$ cat src/rtl/pgx_pkg.sv
package pgx_pkg;

    localparam int PGX_PAGE_W = 3;
    localparam int PGX_BLK_W  = 2;
    localparam int PGX_LINE_W = 10;

    typedef enum logic [1:0] {
        ACT_IDLE = 2'd0,
        ACT_LOAD = 2'd1,
        ACT_DROP = 2'd2
    } pgx_act_e;

    function automatic pgx_act_e pgx_pick_act(input logic load_ok, input logic drop_ok);
        if (load_ok)      return ACT_LOAD;
        else if (drop_ok) return ACT_DROP;
        else              return ACT_IDLE;
    endfunction

endpackage

$ cat src/rtl/pgx_table.sv
module pgx_table #(
    parameter int PAGE_W = 3,
    parameter int BLK_W  = 2,
    localparam int NPAGE = 1 << PAGE_W,
    localparam int NBLK  = 1 << BLK_W
) (
    input  logic                    clk,
    input  logic                    rst,
    input  logic                    wr_en,
    input  logic [PAGE_W-1:0]       wr_page,
    input  logic [BLK_W-1:0]        wr_blk,
    input  logic                    evc_en,
    input  logic [PAGE_W-1:0]       evc_page,
    input  logic                    inv_en,
    input  logic [PAGE_W-1:0]       inv_page,
    output logic [NPAGE-1:0]        present_vec,
    output logic [NPAGE*BLK_W-1:0]  blk_flat
);

    typedef struct packed {
        logic             vld;
        logic [BLK_W-1:0] blk;
    } ent_t;

    ent_t ent_q [NPAGE];

    always_ff @(posedge clk) begin
        if (rst) begin
            for (int i = 0; i < NPAGE; i++) begin
                ent_q[i] <= '0;
            end
        end else begin
            for (int i = 0; i < NPAGE; i++) begin
                if (wr_en && (wr_page == PAGE_W'(i))) begin
                    ent_q[i].vld <= 1'b1;
                    ent_q[i].blk <= wr_blk;
                end else if ((evc_en && (evc_page == PAGE_W'(i))) ||
                             (inv_en && (inv_page == PAGE_W'(i)))) begin
                    ent_q[i].vld <= 1'b0;
                end
            end
        end
    end

    for (genvar g = 0; g < NPAGE; g++) begin : g_out
        assign present_vec[g]               = ent_q[g].vld;
        assign blk_flat[g*BLK_W +: BLK_W]   = ent_q[g].blk;
    end

    AST_FITS_MEMORY: assert property (@(posedge clk) disable iff (rst)
        $countones(present_vec) <= NBLK);

endmodule

$ cat src/rtl/pgx_repl.sv
module pgx_repl #(
    parameter int PAGE_W = 3,
    parameter int BLK_W  = 2,
    localparam int NBLK  = 1 << BLK_W
) (
    input  logic              clk,
    input  logic              rst,
    input  logic              take,
    input  logic [PAGE_W-1:0] take_page,
    input  logic              free_en,
    input  logic [BLK_W-1:0]  free_blk,
    output logic [BLK_W-1:0]  nxt_blk,
    output logic              nxt_evict,
    output logic [PAGE_W-1:0] nxt_page
);

    localparam logic [BLK_W:0] FULL_CNT = (BLK_W+1)'(NBLK);

    logic [BLK_W:0]     fill_q;
    logic [BLK_W-1:0]   head_q;
    logic [NBLK-1:0]    own_vld_q;
    logic [PAGE_W-1:0]  own_page_q [NBLK];
    logic               full;

    assign full      = (fill_q == FULL_CNT);
    assign nxt_blk   = full ? head_q : fill_q[BLK_W-1:0];
    assign nxt_evict = full && own_vld_q[head_q];
    assign nxt_page  = own_page_q[head_q];

    always_ff @(posedge clk) begin
        if (rst) begin
            fill_q    <= '0;
            head_q    <= '0;
            own_vld_q <= '0;
            for (int i = 0; i < NBLK; i++) begin
                own_page_q[i] <= '0;
            end
        end else begin
            if (free_en) begin
                own_vld_q[free_blk] <= 1'b0;
            end
            if (take) begin
                if (full) begin
                    head_q <= head_q + 1'b1;
                end else begin
                    fill_q <= fill_q + 1'b1;
                end
                own_vld_q[nxt_blk]  <= 1'b1;
                own_page_q[nxt_blk] <= take_page;
            end
        end
    end

    AST_FRESH_BLOCK_EMPTY: assert property (@(posedge clk) disable iff (rst)
        (take && !full) |-> !own_vld_q[nxt_blk]);

    AST_TAKE_OWNS: assert property (@(posedge clk) disable iff (rst)
        take |=> own_vld_q[$past(nxt_blk)]);

endmodule

$ cat src/rtl/pgx_xlate.sv
module pgx_xlate #(
    parameter int PAGE_W = 3,
    parameter int BLK_W  = 2,
    parameter int LINE_W = 10,
    localparam int NPAGE = 1 << PAGE_W,
    localparam int VA_W  = PAGE_W + LINE_W,
    localparam int PA_W  = BLK_W + LINE_W
) (
    input  logic                    clk,
    input  logic                    rst,
    input  logic                    lk_valid,
    input  logic [VA_W-1:0]         lk_vaddr,
    input  logic [NPAGE-1:0]        present_vec,
    input  logic [NPAGE*BLK_W-1:0]  blk_flat,
    output logic                    rsp_valid,
    output logic                    rsp_fault,
    output logic [PA_W-1:0]         rsp_paddr
);

    typedef struct packed {
        logic            fault;
        logic [PA_W-1:0] pa;
    } rsp_t;

    logic [PAGE_W-1:0] page;
    logic [LINE_W-1:0] line;
    logic [BLK_W-1:0]  blk;
    rsp_t              rsp_d, rsp_q;
    logic              vld_q;

    assign page = lk_vaddr[VA_W-1:LINE_W];
    assign line = lk_vaddr[LINE_W-1:0];
    assign blk  = blk_flat[page*BLK_W +: BLK_W];

    always_comb begin
        rsp_d = '0;
        if (present_vec[page]) begin
            rsp_d.pa = {blk, line};
        end else begin
            rsp_d.fault = 1'b1;
        end
    end

    always_ff @(posedge clk) begin
        if (rst) begin
            vld_q <= 1'b0;
            rsp_q <= '0;
        end else begin
            vld_q <= lk_valid;
            if (lk_valid) begin
                rsp_q <= rsp_d;
            end
        end
    end

    assign rsp_valid = vld_q;
    assign rsp_fault = rsp_q.fault;
    assign rsp_paddr = rsp_q.pa;

    AST_FAULT_NO_ADDR: assert property (@(posedge clk) disable iff (rst)
        rsp_fault |-> (rsp_paddr == '0));

    AST_LINE_KEPT: assert property (@(posedge clk) disable iff (rst)
        (lk_valid && present_vec[page]) |=> (rsp_paddr[LINE_W-1:0] == $past(lk_vaddr[LINE_W-1:0])));

    AST_HOLD_NO_STROBE: assert property (@(posedge clk) disable iff (rst)
        !lk_valid |=> ($stable(rsp_paddr) && $stable(rsp_fault) && !rsp_valid));

endmodule

$ cat src/rtl/pgx_mmu.sv
module pgx_mmu
    import pgx_pkg::*;
#(
    parameter int PAGE_W = PGX_PAGE_W,
    parameter int BLK_W  = PGX_BLK_W,
    parameter int LINE_W = PGX_LINE_W,
    localparam int NPAGE = 1 << PAGE_W,
    localparam int VA_W  = PAGE_W + LINE_W,
    localparam int PA_W  = BLK_W + LINE_W
) (
    input  logic              clk,
    input  logic              rst,
    input  logic              lk_valid,
    input  logic [VA_W-1:0]   lk_vaddr,
    output logic              rsp_valid,
    output logic              rsp_fault,
    output logic [PA_W-1:0]   rsp_paddr,
    input  logic              alloc_req,
    input  logic [PAGE_W-1:0] alloc_page,
    output logic [BLK_W-1:0]  alloc_blk,
    output logic              evict_valid,
    output logic [PAGE_W-1:0] evict_page,
    input  logic              drop_req,
    input  logic [PAGE_W-1:0] drop_page
);

    logic [NPAGE-1:0]       present_vec;
    logic [NPAGE*BLK_W-1:0] blk_flat;
    logic                   load_ok, drop_ok;
    pgx_act_e               act;
    logic                   do_load, do_drop;
    logic [BLK_W-1:0]       drop_blk;

    assign load_ok  = alloc_req && !present_vec[alloc_page];
    assign drop_ok  = drop_req && !alloc_req && present_vec[drop_page];
    assign act      = pgx_pick_act(load_ok, drop_ok);
    assign do_load  = (act == ACT_LOAD);
    assign do_drop  = (act == ACT_DROP);
    assign drop_blk = blk_flat[drop_page*BLK_W +: BLK_W];

    pgx_table #(.PAGE_W(PAGE_W), .BLK_W(BLK_W)) u_table (
        .clk         (clk),
        .rst         (rst),
        .wr_en       (do_load),
        .wr_page     (alloc_page),
        .wr_blk      (alloc_blk),
        .evc_en      (do_load && evict_valid),
        .evc_page    (evict_page),
        .inv_en      (do_drop),
        .inv_page    (drop_page),
        .present_vec (present_vec),
        .blk_flat    (blk_flat)
    );

    pgx_repl #(.PAGE_W(PAGE_W), .BLK_W(BLK_W)) u_repl (
        .clk       (clk),
        .rst       (rst),
        .take      (do_load),
        .take_page (alloc_page),
        .free_en   (do_drop),
        .free_blk  (drop_blk),
        .nxt_blk   (alloc_blk),
        .nxt_evict (evict_valid),
        .nxt_page  (evict_page)
    );

    pgx_xlate #(.PAGE_W(PAGE_W), .BLK_W(BLK_W), .LINE_W(LINE_W)) u_xlate (
        .clk         (clk),
        .rst         (rst),
        .lk_valid    (lk_valid),
        .lk_vaddr    (lk_vaddr),
        .present_vec (present_vec),
        .blk_flat    (blk_flat),
        .rsp_valid   (rsp_valid),
        .rsp_fault   (rsp_fault),
        .rsp_paddr   (rsp_paddr)
    );

    AST_LOAD_SETS: assert property (@(posedge clk) disable iff (rst)
        load_ok |=> present_vec[$past(alloc_page)]);

    AST_EVICT_CLEARS: assert property (@(posedge clk) disable iff (rst)
        (load_ok && evict_valid) |=> !present_vec[$past(evict_page)]);

    AST_DUP_IGNORED: assert property (@(posedge clk) disable iff (rst)
        (alloc_req && present_vec[alloc_page]) |=> ($stable(blk_flat) && $stable(alloc_blk)));

    AST_DROP_CLEARS: assert property (@(posedge clk) disable iff (rst)
        (drop_req && !alloc_req) |=> !present_vec[$past(drop_page)]);

    AST_LOAD_BEATS_DROP: assert property (@(posedge clk) disable iff (rst)
        (alloc_req && drop_req && present_vec[drop_page] && !(load_ok && evict_valid && evict_page == drop_page))
        |=> present_vec[$past(drop_page)]);

endmodule

$ cat config.mk
export PLATFORM = sky130hd
export DESIGN_NAME = pgx_mmu
export DESIGN_NICKNAME = d
export VERILOG_FILES = /design/src/rtl/pgx_pkg.sv /design/src/rtl/pgx_table.sv /design/src/rtl/pgx_repl.sv /design/src/rtl/pgx_xlate.sv /design/src/rtl/pgx_mmu.sv
export SDC_FILE = /design/constraint.sdc
export NUM_CORES = 1
export LEC_CHECK = 0
export ABC_AREA = 0
export BUFFER_PORTS_ARGS = -buffer_cell sky130_fd_sc_hd__buf_2
export CORE_ASPECT_RATIO = 1.75
export CORE_MARGIN = 3
export CORE_UTILIZATION = 41
export DETAILED_ROUTE_END_ITERATION = 8
export PLACE_DENSITY = 0.65
export SLEW_MARGIN = 20
export SYNTH_ARGS = -nofsm -noshare
export SYNTH_HDL_FRONTEND = slang
export SYNTH_HIERARCHICAL = 1
export SYNTH_SLANG_ARGS = --single-unit
$ cat constraint.sdc
create_clock -name clk -period 3.1 [get_ports clk]
set_input_delay 0.31 -clock clk [delete_from_list [all_inputs] [get_ports clk]]
set_output_delay 0.31 -clock clk [all_outputs]
set_load 0.05 [all_outputs]
==> summary.md, run 1 <==
| Metric | Value |
|---|---|
| Layout cell share with drive strength beyond 1 | `0.291` |
| Most common cell after layout, fill and taps aside | `buf_2` |
| Mapped Nets | `333` |
| CTS tree | `built` |
| Fin nets | `372` |
| Main area contributors after synthesis | `edfxtp_1, dfxtp_1, mux4_1` |
| Initial antenna violation count | `0` |
| Post-synth top area share | `0.314` |
| Met3 usage | `0.0449` |
| Data required, critical path | `3150 ps` |
| Die X | `75.3 um` |
| # DRC | `0` |
| Clock skew | `5.84 ps` |
| Cell variety after synth | `51` |
| Drt pass-1 iters | `4` |
| Max Fclk | `0.388 GHz` |
| Predominant post-synthesis flop cell | `edfxtp_1` |
| Filler cells | `734` |
| Cell count after synthesis | `307` |
| WP data arrival | `2630 ps` |
| Final hold violations | `0` |
| Pwr dens | `568 nW/um^2` |
| FFs w/ async S/R, synth | `0` |
| Synthesis-to-layout area growth | `15.6%` |
| Gr ovfl total | `0` |
| TritonCTS Buffers | `9` |
| Pin count of the biggest net entering global routing | `39` |
| First-pass GRT wire length | `12600 um` |
| WL final | `7890 um` |
| Leakage | `1.61 nW` |
| Worst-Skew Late Latency | `330 ps` |
| CTS Buffer Depth | `2` |
| Worst hold path type | `in -> reg` |
| I/O pin cnt | `44` |
| Final Util | `0.493` |
| Sink Count | `61` |
| Ys Warns | `6` |
| Biggest area consumer among synthesized cells | `edfxtp_1` |
| Starting Density | `0.427` |
| Seq. cell area | `1580 um^2` |
| CP Max Fanout | `9` |
| Row count | `43` |
| Avg Cell Area, Syn | `11.2 um^2` |
| Min cycle time layout | `2580 ps` |
| WL/cell | `17.9 um` |
| Via count | `2552` |
| Slew margin rel. | `0.390` |
| Clock transition at path regs | `50 ps` |
| Die area | `9580 um^2` |
| HPWL Detailed | `6170 um` |
| Antenna Cells | `0` |
| Footprint of the multi-input gates | `1660 um^2` |
| Clk root buf | `clkbuf_16` |
| Post-CTS Setup Inserts | `0` |
| Vias in the first global route | `2563` |
| Fin crit share | `0.832` |
| Mapped cell area | `3440 um^2` |
| Post-synth EDFFs | `36` |
| Crit. End Element | `flop` |
| Slew @ Worst Pin | `915 ps` |
| Unrepaired setup endpoints after global routing | `false` |
| Post-synthesis sequential area ratio | `0.459` |
| Setup Crit Path Kind | `reg -> reg` |
| Status | `completed` |
| Final setup TNS | `0 ps` |
| Die height | `127 um` |
| Slew Limit Fails | `0` |
| Startpoint types | `flop` |
| GRT busiest layer | `met2` |
| Placer Congestion | `0.873` |
| DRT iter0 DRCs | `142` |
| VDD IR max | `0.356 mV` |
| Most frequent cells in the layout | `buf_2, edfxtp_1, nor2_1` |
| GR Layer Usage met1 | `0.173` |
| CTS HTree Levels | `3` |
| Post_cts resized | `0` |
| Input/output buffers | `43` |
| Total GRT Usage | `0.179` |
| ANT nets after route | `0` |
| Hold buffer count at cts | `0` |
| Maxcap violations | `0` |
| Core area | `8070 um^2` |
| Met2 global-route usage | `0.330` |
| Yosys reg bits | `61` |
| Via density | `5.79` |
| Final setup viols | `0` |
[kinds of logic (layout without fill, tap and decap cells)]
| group | after synthesis | in the layout | share of synthesized area |
|---|---|---|---|
| and+or+nand+nor | 116 | 116 | 0.176 |
| DFF | 61 | 61 | 0.459 |
| AOI/OAI and AO/OA | 53 | 53 | 0.145 |
| buffers and inverters | 42 | 86 | 0.0585 |
| muxes | 30 | 30 | 0.146 |
| xor gates and xnor gates | 3 | 3 | 0.00763 |
| adders and majority gates | 2 | 2 | 0.00727 |
[layout make-up]
cell class | count | area share
multi-input combinational | 204 | 0.417
sequential | 61 | 0.397
clock buffer | 10 | 0.0600
timing repair buffer | 45 | 0.0578
tap | 90 | 0.0283
inverter | 25 | 0.0236
clock inverter | 6 | 0.0157
[registers in the layout, summed over array words and instances (netlist names), named ones only]
name and cells:
u_repl/fill_q 3, u_table/ent_q 24, u_repl/own_vld_q 4, u_repl/own_page_q 12, u_repl/head_q 2, u_xlate/rsp_fault 1, u_xlate/rsp_paddr 12, u_xlate/rsp_valid 1
[Yosys cell counts, drive strengths merged, types with 2 or more instances]
library cell and count:
o21ai 4, ha 2, mux4 13, dfxtp 25, clkbuf 6, o22ai 11
a21oi 4, xor2 2, nor4 3, and4b 3, nor3 13, nand3 8
a31oi 5, or2 8, buf 11, nor2 26, o31ai 12, mux2 6
mux2i 11, o21bai 8, inv 25, nand4 2, nor2b 6, nand3b 2
nand2 26, o221ai 4, nand2b 15, edfxtp 36
[per-layer routing]
| layer | wire (um) | vias to the layer above |
|---|---|---|
| met5 | 0 | - |
| met4 | 358 | 0 |
| met3 | 359 | 21 |
| met2 | 4410 | 94 |
| met1 | 2750 | 1217 |
| li1 | - | 1220 |
[per-stage QoR]
stage               instances  instance area (um^2)  hold slack, ps  worst slack [ps]  power, mW
finish                    441                  3980             249               520       2.26
detailed placement        425                  3680             442               543       1.29
CTS                       441                  3980             238               513       2.28
global placement          425                  3680             436               559       1.28
floorplan                 307                  3440             377               276       1.20
global route              441                  3980             254               311       2.35
[worst max-delay path, cell delays in order, from the launching register on]
cell	delay [ps]
dfxtp_1	390
inv_1	210
ha_1	400
nand2_4	170
nor2b_1	210
inv_1	70
nor3_1	240
nand2_1	170
o22ai_1	270
or2_2	160
[path summary, 6_finish.rpt]
path	slack, ps	depth (start not counted)	start	endpoint
setup / recovery	520	9	u_repl/fill_q[0]	u_table/ent_q[1][8]
hold reg to reg	450	2	u_xlate/rsp_paddr[3]	u_xlate/rsp_paddr[3]
setup reg to reg	520	9	u_repl/fill_q[0]	u_table/ent_q[1][8]
hold / removal	250	3	lk_vaddr[4]	u_xlate/rsp_paddr[4]
[power breakdown]
part / switching [mW] / internal [mW]
clock network: 0.350 / 0.640
logic: 0.222 / 0.119
registers: 0.0253 / 0.906
Note: power is estimated with default switching activity, not from simulation.
==> run 2, diff against run 1 <==
Clock period 3.1 ns to 2.5 ns, I/O delays scaled along.
==> run 2 against run 1 <==
Effect of this change: count of clock-buffer cells in the layout shrank 1; sequential share of layout area is 0.74 points lower; clock skew fell by 1.4 ps; core utilization grew 0.93 points; sequential power increased by 24%; total power grew 24%; via count increased by 0.82%; clock power rose by 21%; register-to-register slack got worse by 330 ps.
==> summary.md, run 2 (synthesis results as in run 1) <==
| Metric | Value |
|---|---|
| Sink Count | `61` |
| Sw power | `0.748 mW` |
| Starting Density | `0.427` |
| CP delay by family, top | `flip-flops` |
| Crit. End Element | `primary output` |
| WL/cell | `17.4 um` |
| Data required, critical path | `2250 ps` |
| Fin area | `4060 um^2` |
| Clock skew | `4.49 ps` |
| WL final | `7840 um` |
| Via density | `5.71` |
| Total GRT Usage | `0.175` |
| Placer Congestion | `0.855` |
| Input/output buffers | `43` |
| CTS tree | `built` |
| Startpoint types | `flop` |
| Largest stage delay on the critical path | `480 ps` |
| Drt pass-1 iters | `4` |
| Core area | `8070 um^2` |
| Gr ovfl total | `0` |
| Via count | `2573` |
| Status | `completed` |
| Synthesis-to-layout area growth | `17.8%` |
| Die X | `75.3 um` |
| Flop pwr share | `0.412` |
| Row count | `43` |
| Max reg flops | `24` |
| VDD IR max | `0.400 mV` |
| I/O pin cnt | `44` |
| Vias in the first global route | `2627` |
| Clock power share | `0.430` |
| Critical R2R Launch | `u_repl/fill_q[0]` |
| Leakage | `1.65 nW` |
| WP data arrival | `2080 ps` |
| Setup Crit Path Kind | `reg -> out` |
| FF-to-FF End | `u_table/ent_q[1][11]` |
| Unrepaired setup endpoints after global routing | `false` |
| Clock transition at path regs | `50 ps` |
| Most flops, register | `u_table/ent_q` |
| Slew @ Worst Pin | `748 ps` |
| CP Max Fanout | `9` |
| Pin count of the biggest net entering global routing | `39` |
| Final setup viols | `0` |
| Antenna Cells | `0` |
| Maxcap violations | `0` |
| TritonCTS Buffers | `9` |
| Post-DP Area | `3760 um^2` |
| Pwr dens | `690 nW/um^2` |
| First-pass GRT wire length | `12300 um` |
| Layout cell share with drive strength beyond 1 | `0.313` |
| Worst hold stages | `3` |
| ANT nets after route | `0` |
| Gate power share | `0.158` |
| Worst setup path startpoint | `u_repl/fill_q[0]` |
| Die area | `9580 um^2` |
| Worst hold path type | `in -> reg` |
| Initial antenna violation count | `0` |
| Hold buffer count at cts | `0` |
| Final hold violations | `0` |
| Bufs and invs on worst path | `2` |
| Filler cells | `742` |
| Slew Limit Fails | `0` |
| HPWL Detailed | `5980 um` |
| Die height | `127 um` |
| Worst-Skew Late Latency | `330 ps` |
| # DRC | `0` |
| Worst-path cell chain | `inv_1 > ha_2 > nand2_4 > mux2_2 > buf_2` |
| Final setup TNS | `0 ps` |
| CTS Buffer Depth | `2` |
| Fin crit share | `0.930` |
| Worst r2r path cells | `9` |
| CP max-delay cell | `dfxtp_1` |
| Fin nets | `382` |
| Most frequent cells in the layout | `buf_2, edfxtp_1, nor2_1` |
| CTS HTree Levels | `3` |
| Crit. path cell count | `5` |
| CP endpoint | `alloc_blk[1]` |
| Slew margin rel. | `0.499` |
| R2r setup slk | `190 ps` |
| Max Fclk | `0.430 GHz` |
| DRT iter0 DRCs | `136` |
| Internal | `2.05 mW` |
| Min cycle time layout | `2330 ps` |
| Most common cell after layout, fill and taps aside | `buf_2` |
| Clk root buf | `clkbuf_16` |
| Switching share of total power | `0.268` |
-- run 2: changes by cell type in the layout (fill, tap and decap cells not counted), sizes merged --
cell	previous run	this run
buf	45	55
clkbuf	10	9
clkinv	3	4
-- run 2: worst min path at each step --
| stage | startpoint | to | slack (ps) |
|---|---|---|---|
| final | lk_vaddr[6] | u_xlate/rsp_paddr[6] | 180 |
| after global routing | lk_vaddr[3] | u_xlate/rsp_paddr[3] | 180 |
| after CTS | lk_vaddr[6] | u_xlate/rsp_paddr[6] | 170 |
| after detailed placement | u_xlate/rsp_paddr[8] | u_xlate/rsp_paddr[8] | 440 |
| after global placement | u_xlate/rsp_paddr[6] | u_xlate/rsp_paddr[6] | 440 |
| after floorplan | rst | u_xlate/rsp_valid | 320 |
-- run 2: cell type report --
cell class,instances,area (um^2),share of cell area
multi-input combinational,204,1670,0.412
sequential,61,1580,0.390
timing repair buffer,55,305,0.0753
clock buffer,9,225,0.0555
inverter,25,93.8,0.0231
clock inverter,7,66.3,0.0164
tap,90,113,0.0278
-- run 2: repair_timing --
item / in CTS / in global routing
setup buffers: 0 / 0
resized for setup: 0 / 1
setup endpoints to repair: 0 / 7
-- run 2: stage by stage --
| stage | hold slack (ps) | total power, mW | util | instances | setup WS (ps) |
|---|---|---|---|---|---|
| 2_1_floorplan | 317 | 1.49 | - | 307 | 135 |
| 3_3_place_gp | 436 | 1.60 | 0.466 | 435 | 233 |
| 3_5_place_dp | 443 | 1.61 | 0.466 | 435 | 134 |
| 4_1_cts | 175 | 2.82 | 0.502 | 451 | 65.9 |
| 5_1_grt | 183 | 2.90 | 0.502 | 451 | 2.19 |
| 6_report | 183 | 2.80 | 0.502 | 451 | 174 |
-- run 2: power by group through the flow --
stage | clock network [mW] | registers (mW) | logic [mW]
2_1_floorplan | 0 | 1.21 | 0.283
3_3_place_gp | 0 | 1.17 | 0.435
3_5_place_dp | 0 | 1.17 | 0.441
4_1_cts | 1.22 | 1.15 | 0.443
5_1_grt | 1.27 | 1.16 | 0.477
6_report | 1.20 | 1.15 | 0.442
-- run 2: metal layers --
layer,track usage,up-vias,part of all wire
met2,0.323,87,0.57
met3,0.0409,18,0.044
li1,-,1237,-
met4,0.0947,0,0.033
met1,0.171,1231,0.35
met5,0,-,0
-- run 2: worst register-to-register path, cell delays in order, from the launching register on --
cell and delay [ps]:
dfxtp_1 390, inv_1 200, ha_2 320, nand2_4 140, nor2b_4 160, inv_1 50, nor3_1 250, nand2_1 150
o22ai_1 210, or2_2 140
==> run 3, diff against run 2 <==
Settings changed: BUFFER_PORTS_ARGS -buffer_cell sky130_fd_sc_hd__buf_2 to default, CORE_UTILIZATION 41 to 32, DONT_BUFFER_PORTS from default to 1, PLACE_DENSITY 0.65 to 0.51, SYNTH_HIERARCHICAL 1 to default.
==> run 3 against run 2 <==
Effect of this change: sequential cell count stayed put; register-to-register slack better by 70 ps; critical path depth unchanged; critical endpoint is now u_table.ent_q[0][5]; first-iteration DRC count decreased by 7.4%; design area shrank 11%; global-route usage down 1.3 points; count of clock-buffer cells in the layout is 1 higher; via count shrank 13%; clock skew up 0.84 ps; combinational power is 41% lower; core utilization down 13 points; wire length grew 8.1%.
==> summary.md, run 3 <==
| Metric | Value |
|---|---|
| Status | `completed` |
| Setup Crit Path Kind | `reg -> reg` |
| Initial antenna violation count | `0` |
| VDD IR max | `0.346 mV` |
| Via density | `5.63` |
| Overall power | `2.64 mW` |
| Post-CTS Setup Inserts | `0` |
| Post-synth top area share | `0.341` |
| Slew @ Worst Pin | `842 ps` |
| Switching share of total power | `0.260` |
| Ys Warns | `0` |
| CTS tree | `built` |
| CTS HTree Levels | `3` |
| Maxcap violations | `0` |
| I/O pin cnt | `44` |
| Slew margin rel. | `0.439` |
| WL final | `8470 um` |
| Input/output buffers | `0` |
| Yosys reg bits | `61` |
| Min cycle time layout | `2240 ps` |
| Clock skew | `5.33 ps` |
| Most frequent cells in the layout | `edfxtp_1, dfxtp_1, nor2_1` |
| Die area | `11200 um^2` |
| Final setup TNS | `0 ps` |
| Most common cell after layout, fill and taps aside | `edfxtp_1` |
| Post-synth EDFFs | `36` |
| Hold buffer count at cts | `1` |
| Cell variety after synth | `55` |
| First-pass GRT wire length | `12900 um` |
| Mapped Nets | `294` |
| Drt pass-1 iters | `4` |
| Mapped cell area | `3170 um^2` |
| Gr ovfl total | `0` |
| Predominant post-synthesis flop cell | `edfxtp_1` |
| Post-synthesis sequential area ratio | `0.499` |
| Internal | `1.96 mW` |
| CP Max Fanout | `20` |
| Final setup viols | `0` |
| Commonest cells in the netlist | `edfxtp_1, dfxtp_1, nor2_1` |
| Synthesis-to-layout area growth | `13.9%` |
| Leakage | `1.31 nW` |
| HPWL Detailed | `6480 um` |
| Avg Cell Area, Syn | `11.8 um^2` |
| FFs w/ async S/R, synth | `0` |
| # DRC | `0` |
| Pin count of the biggest net entering global routing | `22` |
| Fin crit share | `0.897` |
| Antenna Cells | `0` |
| Most flops, register | `u_table.ent_q` |
| Row count | `47` |
| Via count | `2250` |
| Layout cell share with drive strength beyond 1 | `0.205` |
| Startpoint types | `flop` |
| Biggest area consumer among synthesized cells | `edfxtp_1` |
| Final hold violations | `0` |
| Die height | `138 um` |
| Flop pwr share | `0.447` |
| Core area | `9590 um^2` |
| Main area contributors after synthesis | `edfxtp_1, dfxtp_1, mux4_2` |
| Sink Count | `61` |
| Worst-Skew Late Latency | `340 ps` |
| Pwr dens | `732 nW/um^2` |
| WP data arrival | `2340 ps` |
| Count leader, synth | `edfxtp_1` |
| Post_cts resized | `0` |
| Unrepaired setup endpoints after global routing | `false` |
| Max reg flops | `24` |
| Total GRT Usage | `0.163` |
| WL/cell | `21.2 um` |
| Starting Density | `0.331` |
| Gate power share | `0.099` |
| Worst hold path type | `in -> reg` |
| Fin nets | `299` |
| TritonCTS Buffers | `9` |
| Max Fclk | `0.446 GHz` |
| Cell count after synthesis | `268` |
| Filler cells | `942` |
| Placer Congestion | `0.827` |
| Clock transition at path regs | `60 ps` |
| Clk root buf | `clkbuf_16` |
| Crit. End Element | `flop` |
| Data required, critical path | `2600 ps` |
| ANT nets after route | `0` |
| Vias in the first global route | `2366` |
| CTS Buffer Depth | `2` |
| Die X | `81.2 um` |
| DRT iter0 DRCs | `126` |
| Slew Limit Fails | `0` |
| Sw power | `0.686 mW` |
| Clock power share | `0.454` |
## run 3: cell type report
type,count,area [um^2],area share
flip-flops and latches,61,1580,0.438
multi-input cells,178,1450,0.401
clock buffers,10,250,0.0693
well taps,122,153,0.0423
repair buffers,12,92.6,0.0256
clock inverters,6,43.8,0.0121
inverters,11,41.3,0.0114
## run 3: worst max-delay path: stages (launching register included)
cell and delay [ps]:
edfxtp_1 390, mux2i_1 100, a22o_1 290, o21ai_2 690
o31ai_1 220, a211o_1 310
## run 3: power groups by stage
stage               combinational (mW)  clock [mW]  sequential, mW
floorplan                        0.223           0            1.19
global placement                 0.257           0            1.20
detailed placement               0.259           0            1.20
CTS                              0.264        1.22            1.18
global route                     0.281        1.27            1.19
finish                           0.262        1.20            1.18
## run 3: layer usage
metal  track usage  vias to the layer above  routed length (um)
met2         0.307                       65                4800
met5             0                        -                   0
met4        0.0836                        0                 250
li1              -                     1047                   -
met3        0.0471                       19                 539
met1         0.153                     1119                2880
## run 3: path summary, 6_finish.rpt
check,depth (start not counted),to,from,slack (ps)
hold reg to reg,2,u_repl.own_vld_q[2],u_repl.own_vld_q[2],460
setup / recovery,5,u_table.ent_q[0][5],u_table.ent_q[0][5],260
setup reg to reg,5,u_table.ent_q[0][5],u_table.ent_q[0][5],260
hold / removal,1,u_xlate.rsp_paddr[1],lk_vaddr[1],30
## run 3: logic make-up (layout without fill, tap and decap cells)
kind of cell             after synthesis  in the layout  synth area share
flip-flops                            61             61             0.499
multiplexers                          29             29             0.160
buffers and inverters                 29             39            0.0438
adder cells (fa/ha/maj)                2              2           0.00789
AO/OA/AOI/OAI                         60             60             0.141
AND/OR/NAND/NOR                       87             87             0.148
## run 3: stage by stage
| stage | setup WS [ps] | cells | utilization | instance area, um^2 | hold WS [ps] |
|---|---|---|---|---|---|
| 2_1_floorplan | 252 | 268 | - | 3170 | 376 |
| 3_3_place_gp | 277 | 383 | 0.345 | 3310 | 326 |
| 3_5_place_dp | 285 | 383 | 0.345 | 3310 | 326 |
| 4_1_cts | 262 | 400 | 0.377 | 3610 | 25.9 |
| 5_1_grt | 149 | 400 | 0.377 | 3610 | 25.8 |
| 6_report | 258 | 400 | 0.377 | 3610 | 35.0 |
